<file path="src/rtl/bcu_pkg.sv">
package bcu_pkg;

    typedef enum logic [3:0] {
        JOP_ALWAYS = 4'h0,
        JOP_EQ     = 4'h1,
        JOP_UGT    = 4'h2,
        JOP_UGE    = 4'h3,
        JOP_ANDNZ  = 4'h4,
        JOP_NE     = 4'h5,
        JOP_SGT    = 4'h6,
        JOP_SGE    = 4'h7,
        JOP_CALL   = 4'h8,
        JOP_EXIT   = 4'h9,
        JOP_ULT    = 4'hA,
        JOP_ULE    = 4'hB,
        JOP_SLT    = 4'hC,
        JOP_SLE    = 4'hD,
        JOP_RSV_E  = 4'hE,
        JOP_RSV_F  = 4'hF
    } jop_e;

    typedef enum logic [1:0] {
        DSP_NONE   = 2'd0,
        DSP_OFFSET = 2'd1,
        DSP_IMM    = 2'd2
    } disp_sel_e;

    typedef enum logic [1:0] {
        CK_HELPER_ADDR = 2'd0,
        CK_LOCAL       = 2'd1,
        CK_HELPER_ID   = 2'd2,
        CK_RESERVED    = 2'd3
    } call_kind_e;

    typedef enum logic {
        OS_IDLE   = 1'b0,
        OS_RESULT = 1'b1
    } out_state_e;

    typedef struct packed {
        logic      use_cond;
        logic      force_taken;
        disp_sel_e disp;
        logic      call_local;
        logic      call_helper;
        logic      exit_req;
        logic      illegal;
    } jdec_t;

endpackage

</file>
<file path="src/rtl/bcu_decode.sv">
module bcu_decode
    import bcu_pkg::*;
(
    input  logic [3:0] jcode,
    input  logic       wide_cmp,
    input  logic [1:0] call_kind,
    output jdec_t      dec
);

    always_comb begin
        dec = '0;
        dec.disp = DSP_OFFSET;
        unique case (jop_e'(jcode))
            JOP_ALWAYS: begin
                dec.force_taken = 1'b1;
                dec.disp        = wide_cmp ? DSP_OFFSET : DSP_IMM;
            end
            JOP_EQ, JOP_UGT, JOP_UGE, JOP_ANDNZ, JOP_NE, JOP_SGT, JOP_SGE,
            JOP_ULT, JOP_ULE, JOP_SLT, JOP_SLE: begin
                dec.use_cond = 1'b1;
            end
            JOP_CALL: begin
                unique case (call_kind_e'(call_kind))
                    CK_LOCAL: begin
                        dec.force_taken = 1'b1;
                        dec.call_local  = 1'b1;
                    end
                    CK_HELPER_ADDR, CK_HELPER_ID: begin
                        dec.call_helper = 1'b1;
                        dec.disp        = DSP_NONE;
                    end
                    CK_RESERVED: begin
                        dec.illegal = 1'b1;
                        dec.disp    = DSP_NONE;
                    end
                endcase
            end
            JOP_EXIT: begin
                dec.disp = DSP_NONE;
                if (wide_cmp) dec.exit_req = 1'b1;
                else          dec.illegal  = 1'b1;
            end
            JOP_RSV_E, JOP_RSV_F: begin
                dec.illegal = 1'b1;
                dec.disp    = DSP_NONE;
            end
        endcase
    end

endmodule

</file>
<file path="src/rtl/bcu_cond_eval.sv">
module bcu_cond_eval
    import bcu_pkg::*;
#(
    parameter int XLEN = 64
) (
    input  logic [3:0]      jcode,
    input  logic            wide_cmp,
    input  logic [XLEN-1:0] opa,
    input  logic [XLEN-1:0] opb,
    output logic            cond_true
);

    localparam int HALF = XLEN / 2;

    logic [XLEN-1:0] ua, ub;
    logic [XLEN-1:0] sa, sb;
    logic            is_eq, is_ult, is_slt, any_and;

    always_comb begin
        if (wide_cmp) begin
            ua = opa;
            ub = opb;
            sa = opa;
            sb = opb;
        end else begin
            ua = {{(XLEN-HALF){1'b0}}, opa[HALF-1:0]};
            ub = {{(XLEN-HALF){1'b0}}, opb[HALF-1:0]};
            sa = {{(XLEN-HALF){opa[HALF-1]}}, opa[HALF-1:0]};
            sb = {{(XLEN-HALF){opb[HALF-1]}}, opb[HALF-1:0]};
        end
    end

    assign is_eq   = (ua == ub);
    assign is_ult  = (ua < ub);
    assign is_slt  = ($signed(sa) < $signed(sb));
    assign any_and = |(ua & ub);

    always_comb begin
        cond_true = 1'b0;
        unique case (jop_e'(jcode))
            JOP_EQ:    cond_true = is_eq;
            JOP_NE:    cond_true = !is_eq;
            JOP_ANDNZ: cond_true = any_and;
            JOP_UGT:   cond_true = !is_ult && !is_eq;
            JOP_UGE:   cond_true = !is_ult;
            JOP_ULT:   cond_true = is_ult;
            JOP_ULE:   cond_true = is_ult || is_eq;
            JOP_SGT:   cond_true = !is_slt && !is_eq;
            JOP_SGE:   cond_true = !is_slt;
            JOP_SLT:   cond_true = is_slt;
            JOP_SLE:   cond_true = is_slt || is_eq;
            JOP_ALWAYS, JOP_CALL, JOP_EXIT, JOP_RSV_E, JOP_RSV_F:
                       cond_true = 1'b0;
        endcase
    end

endmodule

</file>
<file path="src/rtl/bcu_target_gen.sv">
module bcu_target_gen
    import bcu_pkg::*;
#(
    parameter int PC_W  = 64,
    parameter int IMM_W = 32,
    parameter int OFF_W = 16
) (
    input  logic [PC_W-1:0]  pc,
    input  logic [IMM_W-1:0] imm,
    input  logic [OFF_W-1:0] off,
    input  disp_sel_e        disp,
    input  logic             taken,
    output logic [PC_W-1:0]  target
);

    logic [PC_W-1:0] off_ext, imm_ext, disp_v;

    generate
        if (PC_W > OFF_W) begin : g_off_sx
            assign off_ext = {{(PC_W-OFF_W){off[OFF_W-1]}}, off};
        end else begin : g_off_tr
            assign off_ext = off[PC_W-1:0];
        end
        if (PC_W > IMM_W) begin : g_imm_sx
            assign imm_ext = {{(PC_W-IMM_W){imm[IMM_W-1]}}, imm};
        end else begin : g_imm_tr
            assign imm_ext = imm[PC_W-1:0];
        end
    endgenerate

    always_comb begin
        disp_v = '0;
        if (taken) begin
            unique case (disp)
                DSP_OFFSET: disp_v = off_ext;
                DSP_IMM:    disp_v = imm_ext;
                default:    disp_v = '0;
            endcase
        end
    end

    assign target = pc + PC_W'(1) + disp_v;

endmodule

</file>
<file path="src/rtl/bcu_branch_unit.sv">
module bcu_branch_unit
    import bcu_pkg::*;
#(
    parameter int XLEN  = 64,
    parameter int PC_W  = 64,
    parameter int IMM_W = 32,
    parameter int OFF_W = 16
) (
    input  logic             clk,
    input  logic             rst_n,
    input  logic             in_valid,
    input  logic [3:0]       jcode,
    input  logic             wide_cmp,
    input  logic             src_is_reg,
    input  logic [1:0]       call_kind,
    input  logic [XLEN-1:0]  dst_val,
    input  logic [XLEN-1:0]  src_val,
    input  logic [IMM_W-1:0] imm_val,
    input  logic [OFF_W-1:0] off_val,
    input  logic [PC_W-1:0]  pc_in,
    output logic             out_valid,
    output logic             taken,
    output logic [PC_W-1:0]  next_pc,
    output logic             call_local,
    output logic             call_helper,
    output logic             exit_req,
    output logic             illegal
);

    jdec_t           dec;
    logic [XLEN-1:0] imm_sx, opb;
    logic            cond_true, take_c;
    logic [PC_W-1:0] target_c;
    out_state_e      st_q, st_d;

    generate
        if (XLEN > IMM_W) begin : g_imm_op
            assign imm_sx = {{(XLEN-IMM_W){imm_val[IMM_W-1]}}, imm_val};
        end else begin : g_imm_op_tr
            assign imm_sx = imm_val[XLEN-1:0];
        end
    endgenerate

    assign opb = src_is_reg ? src_val : imm_sx;

    bcu_decode u_dec (
        .jcode     (jcode),
        .wide_cmp  (wide_cmp),
        .call_kind (call_kind),
        .dec       (dec)
    );

    bcu_cond_eval #(.XLEN(XLEN)) u_cond (
        .jcode     (jcode),
        .wide_cmp  (wide_cmp),
        .opa       (dst_val),
        .opb       (opb),
        .cond_true (cond_true)
    );

    assign take_c = dec.force_taken | (dec.use_cond & cond_true);

    bcu_target_gen #(.PC_W(PC_W), .IMM_W(IMM_W), .OFF_W(OFF_W)) u_tgt (
        .pc     (pc_in),
        .imm    (imm_val),
        .off    (off_val),
        .disp   (dec.disp),
        .taken  (take_c),
        .target (target_c)
    );

    always_comb begin
        unique case (st_q)
            OS_IDLE:   st_d = in_valid ? OS_RESULT : OS_IDLE;
            OS_RESULT: st_d = in_valid ? OS_RESULT : OS_IDLE;
        endcase
    end

    always_ff @(posedge clk or negedge rst_n) begin
        if (!rst_n) st_q <= OS_IDLE;
        else        st_q <= st_d;
    end

    always_ff @(posedge clk or negedge rst_n) begin
        if (!rst_n) begin
            taken       <= 1'b0;
            next_pc     <= '0;
            call_local  <= 1'b0;
            call_helper <= 1'b0;
            exit_req    <= 1'b0;
            illegal     <= 1'b0;
        end else if (in_valid) begin
            taken       <= take_c;
            next_pc     <= target_c;
            call_local  <= dec.call_local;
            call_helper <= dec.call_helper;
            exit_req    <= dec.exit_req;
            illegal     <= dec.illegal;
        end
    end

    assign out_valid = (st_q == OS_RESULT);

endmodule

</file>
<file path="config.mk">
export PLATFORM = sky130hd
export DESIGN_NAME = bcu_branch_unit
export DESIGN_NICKNAME = d
export VERILOG_FILES = /design/src/rtl/bcu_pkg.sv /design/src/rtl/bcu_decode.sv /design/src/rtl/bcu_cond_eval.sv /design/src/rtl/bcu_target_gen.sv /design/src/rtl/bcu_branch_unit.sv
export SDC_FILE = /design/constraint.sdc
export NUM_CORES = 1
export LEC_CHECK = 0
export ABC_CLOCK_PERIOD_IN_PS = 1000
export CAP_MARGIN = 20
export CORE_AREA = 3 3 185 187
export CTS_BUF_LIST = sky130_fd_sc_hd__clkbuf_8
export DETAILED_ROUTE_END_ITERATION = 12
export DIE_AREA = 0 0 188 190
export HOLD_SLACK_MARGIN = 0.06
export SLEW_MARGIN = 20
export SYNTH_ARGS = -nofsm -noshare
export SYNTH_HDL_FRONTEND = slang
export SYNTH_SLANG_ARGS = --single-unit
</file>
<file path="constraint.sdc">
create_clock -name clk -period 1 [get_ports clk]
set_input_delay 0.1 -clock clk [delete_from_list [all_inputs] [get_ports clk]]
set_output_delay 0.1 -clock clk [all_outputs]
set_load 0.01 [all_outputs]
</file>
==> results.txt <==
The tools report the slack of the critical path as -4840 ps. Subtracting the final worst setup slack from the clock period gives 5840 ps. The prevailing post-synth register cell was sky130_fd_sc_hd__dfrtp_1. The post-route netlist has 43.0% of its cells at a drive strength greater than 1. The compound-cell area share of the yosys netlist works out to 22.2%.

Setup-violating endpoint count in the final report: 123. Endpoint of the worst hold path: next_pc[34]$_DFFE_PN0P_. The synthesized design contains 70 register bits.

Via count of the first global-routing pass: 14500. Routability-driven placement finished with a final weighted congestion of 0.911. Across every metal layer, demand over resource in global routing totals 27.4%. Across the run, the number of max-cap violations was 0. The worst register-to-register path ends at next_pc[57]$_DFFE_PN0P_. Count of vias placed by the detailed router: 14024. The worst register-to-register path has a setup slack of -70 ps. Summed over all layers, the global routing overflow is 0.

After routing the design area is 21500 um2. At the end of the flow the core is filled with cells to 65.8%. After synthesis, flip-flops and latches occupy 15.4% of the total area. The critical path data arrival time came out at 6100 ps. Setup repair after global routing could not meet its margin everywhere.

In this run the deepest clock path goes through 2 buffers. The number of library cell types mapped by synthesis is 78. The logs give 1914 for the synthesized net count and 6 for the number of antenna violations at the first check in global routing. The count of cells along the worst register-to-register path is 3, and the die span in x is 188 um. Clock-pin slew was measured on the worst setup and hold paths at 80 ps. For this design, the slowest cell found on the critical path is sky130_fd_sc_hd__fa_2.

In this run the tightest slew margin relative to its limit is 65.6%. For the largest net degree at the start of global routing, the log shows 71. In the routed layout, each cell is associated on average with a via count of 5.20. For the final-report hold violation count, the log shows 0.

After detailed placement, the total cell area comes to 18200 um2. The clock tree synthesis step divided the H-tree into 3 levels. The leakage power total is 10.6 nW.

Cell area after synthesis: 11400 um2. Once the floorplan was initialized, standard cells occupied 34.9% of the core. The worst hold path passes through 3 cells. For the final routed database, the setup TNS stands at -280640 ps.

The startpoint identified for the worst hold timing path is in_valid. The power density over cell area works out to 885 nW/um2. Of all nets on the critical path, the largest fanout is 7. The final reports fail on negative setup slack. The transition time at the pin with the least slew margin is 512 ps. The post-synthesis mux area share was 7.65%. The logs give 0 for the number of routed nets with antenna violations and 2696 for the final non-filler cell total. The first TritonRoute pass finished after 5 iterations. After synthesis, the largest family of logic cells by area is adder cells. VDD sags by at most 0.921 mV. The number of pins exceeding their max-slew limit in the final report came out at 0. For the hold slack, the log shows 135 ps.

The die is 190 um tall. The region available for standard cell placement spans 32600 um2. Pin placement for this block handled 321 I/O pins. The run finished, with violations left. Counting flops with an async set or reset pin after synthesis yields a share of 100%. For the final database, setup skew stands at 0 ps. Summing the areas of all fa, ha and maj instances in the mapped netlist gives 24.9% of the synthesized area.

In the synthesized netlist, the number of instances is 1437. The starting DRC count in detailed routing is 723. The worst slack at placement was -5740 ps; the number of warnings reported in the yosys synthesis log was 0. The parity-gate share of the synthesized area counting xor and xnor cells was 4.00%. Cell repeated most along the worst path: sky130_fd_sc_hd__buf_6. Averaged over all synthesized cells, the footprint is 7.92 um2.

The die area is 35700 um2. The layout has 2626 filler cells. Once placement completed, the tool counted placed cells totaling 2530. The final wirelength is 51700 um, and the total number of placement rows is 66. The start of the worst register-to-register path is next_pc[57]$_DFFE_PN0P_. Share of synthesized cell area in and, or, nand and nor gates: 20.4%.

Dividing the final minimum period by the clock period gives 584%. The run gives 9 as the total CTS buffers. The HPWL after detailed placement is 38800 um. TritonCTS built the clock tree. From synthesis to final layout, the design area changed by 88.6%. Dividing the detail-routed wire length by the instance count gives 19.2 um. Port buffering added 320 buffers.

The net count of the finished layout is 2721. The worst setup path is captured at a flop. The tightest min-delay check is of the primary input to flop type.

The worst endpoint required time is 1260 ps, and the sum of internal, switching and leakage power is 19.0 mW. At the later pin of the worst-skew pair, clock insertion delay measures 380 ps. CTS placed an instance of sky130_fd_sc_hd__clkbuf_8 at the clock tree root.

The first global-routing pass estimated 77800 um of wire. The achievable clock frequency is 0.171 GHz, and the delay of the slowest cell on the worst path is 350 ps. Number of flops mapped to enable cells by yosys: 0. For the number of sinks handled by clock tree synthesis, the log shows 70.

Total DRC errors in the routed layout: 0. The critical path in this run is classified as primary input to flop. STA classifies the critical path startpoint as a primary input.
==> routing by layer <==
metal  global-route usage (%)  share of wire (%)
met5                        0              0.068
met4                     12.5                4.4
met3                     5.03                5.6
met2                     47.1                 48
met1                     33.3                 41
==> sequential cells by signal, indices dropped and copies added (netlist names) <==
| name | count |
|---|---|
| out_valid | 1 |
| next_pc | 64 |
| call_helper | 1 |
| illegal | 1 |
| exit_req | 1 |
| taken | 1 |
| call_local | 1 |
==> synthesized netlist by cell type (8+ instances only) <==
cell type | n | share of area (%)
sky130_fd_sc_hd__a21o_1 | 60 | 4.0
sky130_fd_sc_hd__a21oi_1 | 161 | 7.1
sky130_fd_sc_hd__a22oi_1 | 17 | 1.1
sky130_fd_sc_hd__and2_1 | 21 | 1.2
sky130_fd_sc_hd__and3_1 | 12 | 0.66
sky130_fd_sc_hd__clkbuf_1 | 49 | 1.6
sky130_fd_sc_hd__dfrtp_1 | 70 | 15
sky130_fd_sc_hd__ha_1 | 225 | 25
sky130_fd_sc_hd__inv_1 | 111 | 3.7
sky130_fd_sc_hd__mux2_2 | 48 | 4.7
sky130_fd_sc_hd__mux2i_1 | 33 | 2.9
sky130_fd_sc_hd__nand2_1 | 131 | 4.3
sky130_fd_sc_hd__nand2b_1 | 24 | 1.3
sky130_fd_sc_hd__nand3_1 | 24 | 1.1
sky130_fd_sc_hd__nand4_1 | 37 | 2.0
sky130_fd_sc_hd__nor2_1 | 89 | 2.9
sky130_fd_sc_hd__nor2b_1 | 48 | 2.6
sky130_fd_sc_hd__nor3_1 | 16 | 0.70
sky130_fd_sc_hd__nor4_1 | 21 | 1.2
sky130_fd_sc_hd__o21ai_0 | 44 | 1.9
sky130_fd_sc_hd__o21bai_1 | 10 | 0.66
sky130_fd_sc_hd__or3_1 | 8 | 0.44
sky130_fd_sc_hd__xnor2_1 | 36 | 2.8
sky130_fd_sc_hd__xor2_1 | 16 | 1.2
==> cells by family after synthesis <==
logic type	Yosys count
XOR/XNOR	52
AO/OA/AOI/OAI	384
AND/OR/NAND/NOR	457
buffers and inverters	167
flip-flops	70
adder cells (fa/ha/maj)	226
multiplexers	81
==> area by class of cell <==
class / instances / area (um2) / share of cell area [%]
Antenna cell: 5 / 12.5 / 0.0583
Timing Repair Buffer: 852 / 7540 / 35.1
Sequential cell: 70 / 1750 / 8.16
Inverter: 111 / 417 / 1.94
Multi-Input combinational cell: 1200 / 11000 / 51.2
Tap cell: 442 / 553 / 2.58
Clock buffer: 10 / 138 / 0.641
Clock inverter: 6 / 68.8 / 0.321
==> power breakdown <==
group	switching [mW]	internal, mW	total (mW)	leakage (nW)
Clock	1.26	1.23	2.49	0.103
Sequential	0.438	3.44	3.88	0.832
Combinational	5.73	6.90	12.6	9.69
Total	7.42	11.6	19.0	10.6
==> how the worst max path moves through the flow <==
stage / from / end / slack, ps / cells after the start
after floorplan: src_is_reg / next_pc[60]$_DFFE_PN0P_ / -4600 / 27
after global placement: imm_val[31] / next_pc[34]$_DFFE_PN0P_ / -5630 / 33
after detailed placement: imm_val[31] / next_pc[42]$_DFFE_PN0P_ / -5740 / 32
after CTS: src_is_reg / next_pc[60]$_DFFE_PN0P_ / -4770 / 32
after global routing: imm_val[31] / next_pc[63]$_DFFE_PN0P_ / -5020 / 37
final: src_is_reg / next_pc[42]$_DFFE_PN0P_ / -4840 / 34
==> layout by cell type, fill, tap and decap left out, types with 8 or more instances in the layout <==
cell,instances
sky130_fd_sc_hd__nand4_1,37
sky130_fd_sc_hd__mux2_4,35
sky130_fd_sc_hd__o21bai_1,8
sky130_fd_sc_hd__buf_12,17
sky130_fd_sc_hd__nand2b_1,22
sky130_fd_sc_hd__nor2_4,16
sky130_fd_sc_hd__o21ai_2,13
sky130_fd_sc_hd__xnor2_2,10
sky130_fd_sc_hd__nor4_2,15
sky130_fd_sc_hd__buf_2,45
sky130_fd_sc_hd__ha_4,29
sky130_fd_sc_hd__clkdlybuf4s50_1,230
sky130_fd_sc_hd__buf_4,455
sky130_fd_sc_hd__buf_6,80
sky130_fd_sc_hd__a22oi_1,16
sky130_fd_sc_hd__nor2b_1,30
sky130_fd_sc_hd__xnor2_1,24
sky130_fd_sc_hd__a21oi_4,16
sky130_fd_sc_hd__ha_1,189
sky130_fd_sc_hd__o21ai_0,18
sky130_fd_sc_hd__inv_1,108
sky130_fd_sc_hd__mux2_2,13
sky130_fd_sc_hd__clkbuf_8,10
sky130_fd_sc_hd__a21oi_2,51
sky130_fd_sc_hd__and2_1,19
sky130_fd_sc_hd__nand3_1,20
sky130_fd_sc_hd__nor2_1,66
sky130_fd_sc_hd__nor2b_2,14
sky130_fd_sc_hd__mux2i_1,25
sky130_fd_sc_hd__dfrtp_1,70
sky130_fd_sc_hd__o21ai_1,16
sky130_fd_sc_hd__nand2_1,125
sky130_fd_sc_hd__a21o_1,60
sky130_fd_sc_hd__dlygate4sd2_1,10
sky130_fd_sc_hd__nor3_1,9
sky130_fd_sc_hd__a21oi_1,95
sky130_fd_sc_hd__xor2_1,13
==> worst max-delay path: cells and delay by family <==
kind                     cells  cell delay [ps]
AO/OA/AOI/OAI               12             1970
XOR/XNOR                     1              130
adder cells (fa/ha/maj)      3              780
buffers and inverters        8             1260
multiplexers                 1              250
AND/OR/NAND/NOR              9             1610
==> what timing repair did <==
| action | in CTS | in global routing |
|---|---|---|
| gates resized for setup | 596 | 181 |
| hold buffers | 1 | 1 |
| setup endpoints to repair | 136 | 138 |
| pin swaps | 158 | 115 |
| hold endpoints to repair | 70 | 1 |
| setup buffers | 134 | 60 |
| cloned | 6 | 0 |
Note: power is estimated with default switching activity, not from simulation.
